## src/rtl/sar_pkg.sv

```systemverilog
// Shared field layout and types for the SAR sequencer.
// Assumes an 8-bit register bus.
package sar_pkg;
    localparam int DATA_W  = 8;
    localparam int CNT_W   = 3;
    localparam int COL_W   = 2;
    localparam int CNT_LSB = 4;
    localparam int SNS_BIT = 3;
    localparam int COL_LSB = 1;
    localparam int EN_BIT  = 0;

    typedef struct packed {
        logic [CNT_W-1:0] cnt;
        logic             sense;
        logic [COL_W-1:0] col;
        logic             en;
    } ctrl_t;

    // Unpack a bus byte into the control fields (bit 7 dropped).
    function automatic ctrl_t unpack_ctrl(input logic [DATA_W-1:0] b);
        ctrl_t c;
        c.cnt   = b[CNT_LSB +: CNT_W];
        c.sense = b[SNS_BIT];
        c.col   = b[COL_LSB +: COL_W];
        c.en    = b[EN_BIT];
        return c;
    endfunction

    // Pack the control fields back into a bus byte, bit 7 zero.
    function automatic logic [DATA_W-1:0] pack_ctrl(input ctrl_t c);
        logic [DATA_W-1:0] b;
        b = '0;
        b[CNT_LSB +: CNT_W] = c.cnt;
        b[SNS_BIT]          = c.sense;
        b[COL_LSB +: COL_W] = c.col;
        b[EN_BIT]           = c.en;
        return b;
    endfunction
endpackage

```

## src/rtl/sar_ctrl_reg.sv

```systemverilog
// Control register with step down-counter.
// Assumes wr_en and step are not active together in normal use; a write wins.
module sar_ctrl_reg
    import sar_pkg::*;
(
    input  logic              clk,
    input  logic              rst_n,
    input  logic              wr_en,
    input  logic [DATA_W-1:0] wr_data,
    input  logic              step,
    output ctrl_t             ctrl_q
);
    // Load on write, count down on each intercepted read.
    always_ff @(posedge clk) begin
        if (!rst_n) begin
            ctrl_q <= '0;
        end else if (wr_en) begin
            ctrl_q <= unpack_ctrl(wr_data);
        end else if (step && (ctrl_q.cnt != '0)) begin
            ctrl_q.cnt <= ctrl_q.cnt - 1'b1;
        end
    end

    AST_CNT_STEP: assert property (@(posedge clk) disable iff (!rst_n)
        (step && !wr_en && ctrl_q.cnt != '0) |=> ctrl_q.cnt == $past(ctrl_q.cnt) - 1'b1);
    AST_CNT_IDLE: assert property (@(posedge clk) disable iff (!rst_n)
        (ctrl_q.cnt == '0 && !wr_en) |=> ctrl_q.cnt == '0);
endmodule

```

## src/rtl/sar_col_pick.sv

```systemverilog
// Selects one comparator column and applies the sense flag.
// Assumes NCOL <= 2**COL_W; a column index outside the range reads as 0.
module sar_col_pick
    import sar_pkg::*;
#(
    parameter int NCOL = 4
) (
    input  logic [NCOL-1:0]  cmp_col,
    input  logic [COL_W-1:0] col,
    input  logic             sense,
    output logic             keep
);
    logic [NCOL-1:0] hit;

    // One-hot decode of the column index, masked by the comparator lines.
    for (genvar i = 0; i < NCOL; i++) begin : g_col
        assign hit[i] = (col == COL_W'(i)) & cmp_col[i];
    end

    // Effective comparator: the selected line XOR the sense flag.
    always_comb begin
        keep = (|hit) ^ sense;
    end
endmodule

```

## src/rtl/sar_step_logic.sv

```systemverilog
// Computes the corrected DAC code for one SAR step.
// With count n it resolves bit n-1 and sets bit n-2 when n > 1.
// Assumes CODE_W < 2**CNT_W.
module sar_step_logic
    import sar_pkg::*;
#(
    parameter int CODE_W = 6
) (
    input  logic [CODE_W-1:0] code_in,
    input  logic [CNT_W-1:0]  cnt,
    input  logic              keep,
    output logic [CODE_W-1:0] code_out
);
    // Per-bit rule: resolve, set the next trial, or pass through.
    for (genvar i = 0; i < CODE_W; i++) begin : g_bit
        always_comb begin
            if (cnt == CNT_W'(i + 1)) begin
                code_out[i] = code_in[i] & keep;
            end else if (cnt == CNT_W'(i + 2)) begin
                code_out[i] = 1'b1;
            end else begin
                code_out[i] = code_in[i];
            end
        end
    end
endmodule

```

## src/rtl/sar_dac_reg.sv

```systemverilog
// DAC code register; only a bus write changes it.
module sar_dac_reg
    import sar_pkg::*;
(
    input  logic              clk,
    input  logic              rst_n,
    input  logic              wr_en,
    input  logic [DATA_W-1:0] wr_data,
    output logic [DATA_W-1:0] dac_q
);
    // Store the written byte.
    always_ff @(posedge clk) begin
        if (!rst_n) begin
            dac_q <= '0;
        end else if (wr_en) begin
            dac_q <= wr_data;
        end
    end

    AST_DAC_HOLD: assert property (@(posedge clk) disable iff (!rst_n)
        !wr_en |=> $stable(dac_q));
endmodule

```

## src/rtl/sar_seq_accel.sv

```systemverilog
// SAR conversion sequencer top level.
// Intercepts reads of the DAC register while the step count is nonzero.
// Assumes rd_en and wr_en are never asserted in the same cycle.
module sar_seq_accel
    import sar_pkg::*;
#(
    parameter int                CODE_W    = 6,
    parameter int                NCOL      = 4,
    parameter int                ADDR_W    = 8,
    parameter logic [ADDR_W-1:0] CTRL_ADDR = 8'h30,
    parameter logic [ADDR_W-1:0] DAC_ADDR  = 8'h40
) (
    input  logic              clk,
    input  logic              rst_n,
    input  logic [ADDR_W-1:0] addr,
    input  logic              rd_en,
    input  logic              wr_en,
    input  logic [7:0]        wr_data,
    output logic [7:0]        rd_data,
    input  logic [NCOL-1:0]   cmp_col,
    output logic [CODE_W-1:0] dac_code,
    output logic              sync_en_o
);
    localparam int UPPER_W = DATA_W - CODE_W;

    ctrl_t             ctrl_q;
    logic [DATA_W-1:0] dac_q;
    logic [CODE_W-1:0] fixed_code;
    logic              keep;
    logic              hit_ctrl;
    logic              hit_dac;
    logic              step;
    logic [DATA_W-1:0] rd_next;

    // Address decode and step qualification.
    always_comb begin
        hit_ctrl = (addr == CTRL_ADDR);
        hit_dac  = (addr == DAC_ADDR);
        step     = rd_en && hit_dac && (ctrl_q.cnt != '0);
    end

    sar_ctrl_reg u_ctrl (
        .clk     (clk),
        .rst_n   (rst_n),
        .wr_en   (wr_en && hit_ctrl),
        .wr_data (wr_data),
        .step    (step),
        .ctrl_q  (ctrl_q)
    );

    sar_dac_reg u_dac (
        .clk     (clk),
        .rst_n   (rst_n),
        .wr_en   (wr_en && hit_dac),
        .wr_data (wr_data),
        .dac_q   (dac_q)
    );

    sar_col_pick #(.NCOL(NCOL)) u_pick (
        .cmp_col (cmp_col),
        .col     (ctrl_q.col),
        .sense   (ctrl_q.sense),
        .keep    (keep)
    );

    sar_step_logic #(.CODE_W(CODE_W)) u_step (
        .code_in  (dac_q[CODE_W-1:0]),
        .cnt      (ctrl_q.cnt),
        .keep     (keep),
        .code_out (fixed_code)
    );

    // Read-data source: control, corrected or plain DAC, else zero.
    always_comb begin
        if (hit_ctrl) begin
            rd_next = pack_ctrl(ctrl_q);
        end else if (step) begin
            rd_next = {dac_q[DATA_W-1 -: UPPER_W], fixed_code};
        end else if (hit_dac) begin
            rd_next = dac_q;
        end else begin
            rd_next = '0;
        end
    end

    // Register read data on each read strobe.
    always_ff @(posedge clk) begin
        if (!rst_n) begin
            rd_data <= '0;
        end else if (rd_en) begin
            rd_data <= rd_next;
        end
    end

    // Drive the DAC code and enable outputs.
    always_comb begin
        dac_code  = dac_q[CODE_W-1:0];
        sync_en_o = ctrl_q.en;
    end

    AST_PASS_THRU: assert property (@(posedge clk) disable iff (!rst_n)
        (rd_en && hit_dac && ctrl_q.cnt == '0) |=> rd_data == $past(dac_q));
    AST_UPPER_KEEP: assert property (@(posedge clk) disable iff (!rst_n)
        step |=> (rd_data >> $past(ctrl_q.cnt)) == ($past(dac_q) >> $past(ctrl_q.cnt)));
    AST_DROP_BIT: assert property (@(posedge clk) disable iff (!rst_n)
        (step && !keep) |=> ((rd_data >> ($past(ctrl_q.cnt) - 3'd1)) & 8'd1) == 8'd0);
    AST_NEXT_TRIAL: assert property (@(posedge clk) disable iff (!rst_n)
        (step && ctrl_q.cnt > 3'd1) |=> ((rd_data >> ($past(ctrl_q.cnt) - 3'd2)) & 8'd1) == 8'd1);
    AST_OTHER_ZERO: assert property (@(posedge clk) disable iff (!rst_n)
        (rd_en && !hit_ctrl && !hit_dac) |=> rd_data == 8'd0);
    AST_CTRL_B7: assert property (@(posedge clk) disable iff (!rst_n)
        (rd_en && hit_ctrl) |=> rd_data[7] == 1'b0);
endmodule

```

## config.mk

```make
export PLATFORM = sky130hd
export DESIGN_NAME = sar_seq_accel
export DESIGN_NICKNAME = d
export VERILOG_FILES = /design/src/rtl/sar_pkg.sv /design/src/rtl/sar_ctrl_reg.sv /design/src/rtl/sar_col_pick.sv /design/src/rtl/sar_step_logic.sv /design/src/rtl/sar_dac_reg.sv /design/src/rtl/sar_seq_accel.sv
export SDC_FILE = /design/constraint.sdc
export NUM_CORES = 1
export LEC_CHECK = 0
export ABC_AREA = 1
export ABC_CLOCK_PERIOD_IN_PS = 1600
export BUFFER_PORTS_ARGS = -buffer_cell sky130_fd_sc_hd__buf_2
export CAP_MARGIN = 20
export CELL_PAD_IN_SITES_DETAIL_PLACEMENT = 1
export CELL_PAD_IN_SITES_GLOBAL_PLACEMENT = 1
export CORE_MARGIN = 2
export CORE_UTILIZATION = 33
export CTS_BUF_LIST = sky130_fd_sc_hd__clkbuf_8
export DETAILED_ROUTE_END_ITERATION = 6
export GPL_ROUTABILITY_DRIVEN = 1
export PLACE_DENSITY = 0.87
export SYNTH_ARGS = -nofsm -noshare
export SYNTH_HDL_FRONTEND = slang
export SYNTH_SLANG_ARGS = --single-unit
```

## constraint.sdc

```tcl
create_clock -name clk -period 1.6 [get_ports clk]
set_clock_uncertainty 0.2 [all_clocks]
set_input_delay 0.08 -clock clk [delete_from_list [all_inputs] [get_ports clk]]
set_output_delay 0.08 -clock clk [all_outputs]
set_load 0.02 [all_outputs]
```

==> results of run 1 <==
## synth_stat cells, types with 2 or more instances
cell / count
clkbuf_1: 2
nor2_2: 3
buf_4: 7
nand3_1: 13
o21ai_0: 16
ha_1: 5
inv_2: 2
nor2_1: 23
a21oi_1: 31
dfxtp_1: 23
nand2_1: 48
a31oi_1: 2
inv_1: 33
## worst max path at each step
stage,to,slack [ns],cells after the start
after global placement,rd_data[1]$_SDFFE_PN0P_,0.03,9
final,rd_data[5]$_SDFFE_PN0P_,-0.09,9
after floorplan,u_ctrl.ctrl_q[5]$_SDFFE_PN0P_,0.005,6
after CTS,rd_data[3]$_SDFFE_PN0P_,-0.07,9
after detailed placement,rd_data[3]$_SDFFE_PN0P_,-0.03,9
after global routing,rd_data[5]$_SDFFE_PN0P_,-0.19,9
## per-stage QoR
stage | utilization, % | hold WS [ns] | cell area (sq um)
after floorplan | - | -0.02654 | 1404
after global placement | 42.09 | 0.1269 | 1708
after detailed placement | 42.09 | 0.1346 | 1708
after CTS | 47.21 | 0.01634 | 1916
after global routing | 48.78 | 0.04859 | 1979
final | 48.78 | 0.02457 | 1979
## power groups by stage
stage	logic, uW	clock network, uW	registers, uW
6_report	124	368	577
5_1_grt	137	407	577
4_1_cts	120	378	577
3_5_place_dp	98.0	0	590
3_3_place_gp	93.8	0	590
2_1_floorplan	41.0	0	594
## what timing repair did
| item | 4_1_cts | 5_1_grt |
|---|---|---|
| endpoints found under the hold margin | 16 | 0 |
| setup endpoints to repair | 7 | 9 |
| hold buffers | 10 | 0 |
| cloned | 1 | 0 |
| pin swaps | 10 | 7 |
| gates resized for setup | 9 | 17 |
| setup buffers | 2 | 2 |
## state kept, by name, summed over array words and instances (netlist names)
name and flops:
u_ctrl.ctrl_q 7, rd_data 8, u_dac.dac_q 8
## final cells by class
| type | count | area share (%) |
|---|---|---|
| clock buffer | 3 | 2.086 |
| inverter | 35 | 6.764 |
| clock inverter | 1 | 0.1896 |
| sequential | 23 | 23.45 |
| multi-input combinational | 149 | 41.34 |
| timing repair buffer | 69 | 23.01 |
| tap | 50 | 3.161 |
## metal layers
metal  vias up  GRT usage (%)  wire length, um
met4         0          5.447               69
met3        10          3.947              155
li1        807              -                -
met1       795          22.84             1973
met5         -          2.222                0
met2        39          39.00             2637
## cells in the final DEF (no fill, tap or decap)
cell type and instances:
dfxtp_2 3, a211oi_2 1, nor2_4 1, ha_4 1, or2_0 1, a31oi_1 2
inv_2 3, nand2_2 1, a21oi_4 1, clkbuf_8 3, ha_2 1, nand3_2 1
dlygate4sd3_1 10, o21ai_0 15, buf_4 19, nand3_1 12, inv_4 1, a21oi_1 27
nand2_1 47, o21ai_1 1, or2_1 1, nor2_2 10, nand2_4 1, nand3_4 2
o211ai_1 1, a21oi_2 4, nor2_1 15, buf_2 38, dfxtp_1 20, ha_1 3
inv_1 32, buf_6 2
## worst max-delay path, stage by stage (launching register included)
cell     delay, ns
dfxtp_2       0.37
inv_4         0.05
ha_4          0.16
a21oi_4       0.25
buf_6         0.15
nor2_1        0.04
a21oi_1       0.15
nand2_1       0.08
nand2_1       0.08
a21oi_2       0.05
## kinds of logic after synthesis
family          count (synthesis)  synth area share [%]
fa+ha+maj                       5                 4.464
buf+inv                        46                 14.82
compound gates                 52                 19.91
flops                          23                 32.86
simple gates                   91                 27.95
==> metrics.md, run 1 <==
| Metric | Value |
|---|---|
| Worst Hold End | `u_dac.dac_q[5]$_SDFFE_PN0P_` |
| CTS root buf | `clkbuf_8` |
| Post-Place Setup Slack | `-0.03383 ns` |
| Post-synthesis cell area | `0.001401 sq mm` |
| IO Pins | `39` |
| Reg power frac | `54.0%` |
| Leakage | `0.0009371 uW` |
| Worst-case reg-to-reg path depth | `9` |
| Peak Freq | `592.1 MHz` |
| Slew headroom | `75.87%` |
| Final Hold Fails | `0` |
| Number of global-route vias before repair | `1797` |
| Share of layout cells above drive strength 1 | `33.21%` |
| Cell count after placement | `311` |
| First-pass GRT wire length | `8.066 mm` |
| Largest net degree at the start of global routing | `17` |
| All-layer global routing usage | `20.51%` |
| Initial Util | `34.54%` |
| FF-to-FF Start | `u_ctrl.ctrl_q[5]$_SDFFE_PN0P_` |
| Tmin final | `1.689 ns` |
| GP Congestion | `0.8634` |
| PortBufs | `38` |
| Multi-input gate area | `818.3 sq um` |
| Final non-filler cell total | `330` |
| FF-to-FF End | `rd_data[5]$_SDFFE_PN0P_` |
| RSZ-0062 raised after global routing | `true` |
| Wirelength, routed | `4.836 mm` |
| Synth top area cells | `dfxtp_1 33%, nand2_1 13%, a21oi_1 11%` |
| Nets | `310` |
| Max-cap violation count | `0` |
| TNS Setup | `-0.4560 ns` |
| Clock Path Buffers | `2` |
| Worst EP arrival | `1.64 ns` |
| CTS Buf Count | `3` |
| CTS tree | `built` |
| Crit path kind | `reg2reg` |
| Int Pwr | `803.9 uW` |
| WHS Path Cells | `3` |
| Status | `finished with violations` |
| Clk sinks | `23` |
| # setup viols final | `9` |
| Slew @ Worst Pin | `0.3615 ns` |
| Synth async-reset ratio | `0%` |
| Max H-tree Level | `1` |
| N_diodes | `0` |
| Vias post-DR | `1651` |
| Post-synthesis register bit count | `23` |
| Failing checks | `negative setup slack` |
| Final period util | `105.5%` |
| Setup WS post-layout | `-0.08879 ns` |
| Max Slew Vio Count | `0` |
| R2R setup slack | `-0.09 ns` |
| Area Growth Syn to Fin | `41.25%` |
| Hold_sp | `wr_en` |
| Clock share of power | `34.4%` |
| Register area share after synthesis | `32.86%` |
| Post-route total power | `1069 uW` |
| CP Capture Type | `register` |
| Worst skew pair latency | `0.27 ns` |
| DRT antenna net count | `0` |
| DIE AREA | `0.004784 sq mm` |
| Cell variety after synth | `22` |
| Clock transition at path regs | `0.08 ns` |
| Grt ovf | `0` |
| Avg Vias per Cell | `5.003` |
| Post-synth EDFFs | `0` |
| Synth Area per Inst | `6.458 sq um` |
| Power per standard cell area | `540.0 mW/mm^2` |
| Logic pwr share | `11.6%` |
| Critical Path RT | `1.55 ns` |
| Die W | `69.17 um` |
| Register area | `464.2 sq um` |
| Dpl hpwl | `3.317 mm` |
| DRT iter0 DRCs | `40` |
| Synth warnings | `0` |
| # fillers | `549` |
| Core Region | `0.004058 sq mm` |
| Net Sw Frac | `24.79%` |
| Mapped Nets | `246` |
| Routed WL per cell | `14.65 um` |
| Pre-Repair DR Iteration Count | `4` |
| Syn Inst Count | `217` |
| NetSw | `265.0 uW` |
| Worst setup SP type | `register` |
| Die Y | `69.17 um` |
| Maximum VDD drop | `0.5064 mV` |
| DRC Markers | `0` |
| Critical-path maximum fanout | `4` |
| Synth area leader | `dfxtp_1` |
| Critical path origin | `u_ctrl.ctrl_q[5]$_SDFFE_PN0P_` |
| Cell Rows | `23` |
| Worst hold path class | `in2reg` |
| Area share of the largest cell type after synthesis | `32.86%` |
| Ys flop type | `dfxtp_1` |
| Initial antenna violation count | `0` |
Power figures use the tool's default switching activity.
==> run 2, diff against run 1 <==
Settings changed: CORE_MARGIN 2 to 3, SETUP_SLACK_MARGIN set to 0.02.
==> metrics.md, run 2 (same netlist as run 1, synthesis figures left out) <==
| Metric | Value |
|---|---|
| Status | `finished with violations` |
| Failing checks | `negative setup slack` |
| Routed WL per cell | `15.55 um` |
| Largest net degree at the start of global routing | `16` |
| Crit-path cells | `inv_4, ha_4, a21oi_4, buf_6, nor2_1, a21oi_1, nand2_1, nand2_1, a21oi_1` |
| Hold Worst Slack | `0.02426 ns` |
| Wirelength, routed | `5.101 mm` |
| DRC Markers | `0` |
| Most Used Layer, Global Route | `met2` |
| N_diodes | `0` |
| Initial Util | `34.54%` |
| Most frequent cells in the layout | `47 x nand2_1, 38 x buf_2, 32 x inv_1` |
| CTS Buf Count | `3` |
| Crit path kind | `reg2reg` |
| Worst hold path class | `in2reg` |
| Leakage | `0.0009307 uW` |
| Final Hold Fails | `0` |
| Final instance area | `0.001979 sq mm` |
| Critical-path maximum fanout | `6` |
| Cell Rows | `23` |
| DIE AREA | `0.005064 sq mm` |
| CTS tree | `built` |
| Max Slew Vio Count | `0` |
| Slowest-stage cell, CP | `dfxtp_2` |
| Worst EP arrival | `1.61 ns` |
| PortBufs | `38` |
| Leading cell type in the layout, fill and taps excluded | `nand2_1` |
| CTS root buf | `clkbuf_8` |
| Hold_sp | `wr_en` |
| Met3 Use GR | `3.835%` |
| DP Area | `0.001667 sq mm` |
| Nets | `308` |
| Maximum VDD drop | `0.5262 mV` |
| Dpl hpwl | `3.236 mm` |
| Tmin final | `1.666 ns` |
| Final period util | `104.1%` |
| # setup viols final | `7` |
| Critical path origin | `u_ctrl.ctrl_q[5]$_SDFFE_PN0P_` |
| Grt ovf | `0` |
| Pre-Repair DR Iteration Count | `4` |
| Vias post-DR | `1646` |
| DRT iter0 DRCs | `29` |
| All-layer global routing usage | `19.39%` |
| Slew @ Worst Pin | `0.4536 ns` |
| Die W | `71.17 um` |
| Fin util | `48.78%` |
| DRT antenna net count | `0` |
| Post-route total power | `1064 uW` |
| Power per standard cell area | `537.5 mW/mm^2` |
| Max-cap violation count | `0` |
| Slew headroom | `69.68%` |
| Setup WS post-layout | `-0.06567 ns` |
| Peak Freq | `600.4 MHz` |
| RSZ-0062 raised after global routing | `true` |
| Worst skew pair latency | `0.26 ns` |
| Clk sinks | `23` |
| Die Y | `71.17 um` |
| Area Growth Syn to Fin | `41.25%` |
| # fillers | `538` |
| Share of layout cells above drive strength 1 | `31.29%` |
| Avg Vias per Cell | `5.018` |
| Max H-tree Level | `1` |
| Worst setup SP type | `register` |
| Initial antenna violation count | `0` |
| Critical Path RT | `1.55 ns` |
| First-pass GRT wire length | `7.866 mm` |
| GR Layer Usage met1 | `20.49%` |
| Clock transition at path regs | `0.08 ns` |
| Core Region | `0.004058 sq mm` |
| Top Registers | `rd_data x8, u_dac.dac_q x8, u_ctrl.ctrl_q x7` |
| IO Pins | `39` |
| CP Capture Type | `register` |
| TNS Setup | `-0.3826 ns` |
| Clock Path Buffers | `2` |
| Largest stage delay on the critical path | `0.36 ns` |
| GP Congestion | `0.8497` |
| Met2 Use GR | `37.96%` |
| Number of global-route vias before repair | `1741` |
| FF-to-FF Start | `u_ctrl.ctrl_q[5]$_SDFFE_PN0P_` |
-- run 2: worst max-delay path, delay by kind of cell, from the launching register on --
| family | cells | cell delay [ns] |
|---|---|---|
| buffers and inverters | 2 | 0.24 |
| flip-flops | 1 | 0.36 |
| AO/OA/AOI/OAI | 3 | 0.41 |
| AND/OR/NAND/NOR | 3 | 0.17 |
| adder cells (fa/ha/maj) | 1 | 0.16 |
-- run 2: layout make-up --
type	instances	area, sq um	area share (%)
repair buffers	67	441.7	22.31
well taps	50	62.56	3.161
clock inverters	1	3.754	0.1896
inverters	35	136.4	6.890
clock buffers	3	41.29	2.086
flip-flops and latches	23	462.9	23.39
multi-input cells	149	830.8	41.97
-- run 2: power breakdown --
group          total, uW  leakage [uW]  internal (uW)  switching, uW
logic                127      0.000717           60.1           67.3
clock network        359     0.0000269            172            188
registers            577      0.000187            575           1.92
-- run 2: per-stage QoR --
step,instances,setup slack (ns)
finish,328,-0.06567
global route,328,-0.1414
CTS,323,0.001306
detailed placement,304,-0.03742
global placement,304,0.02906
floorplan,217,0.03876
-- run 2: per-layer routing --
metal	part of all wire, %	up-vias
met2	54	41
met4	1.8	0
li1	-	805
met3	4.5	8
met5	0	-
met1	39	792
-- run 2: final timing paths --
check / end / slack, ns / cells after the start
worst max-delay path: rd_data[2]$_SDFFE_PN0P_ / -0.07 / 9
worst min-delay path: u_dac.dac_q[1]$_SDFFE_PN0P_ / 0.02 / 3
worst max register to register: rd_data[2]$_SDFFE_PN0P_ / -0.07 / 9
worst min register to register: rd_data[3]$_SDFFE_PN0P_ / 0.27 / 2
-- run 2: timing repair --
item	CTS	global route
endpoints found under the hold margin	16	1
hold buffers	11	1
pin swaps	10	12
endpoints found under the setup margin	7	9
buffers inserted	3	4
cloned	1	0
gates resized for setup	11	15
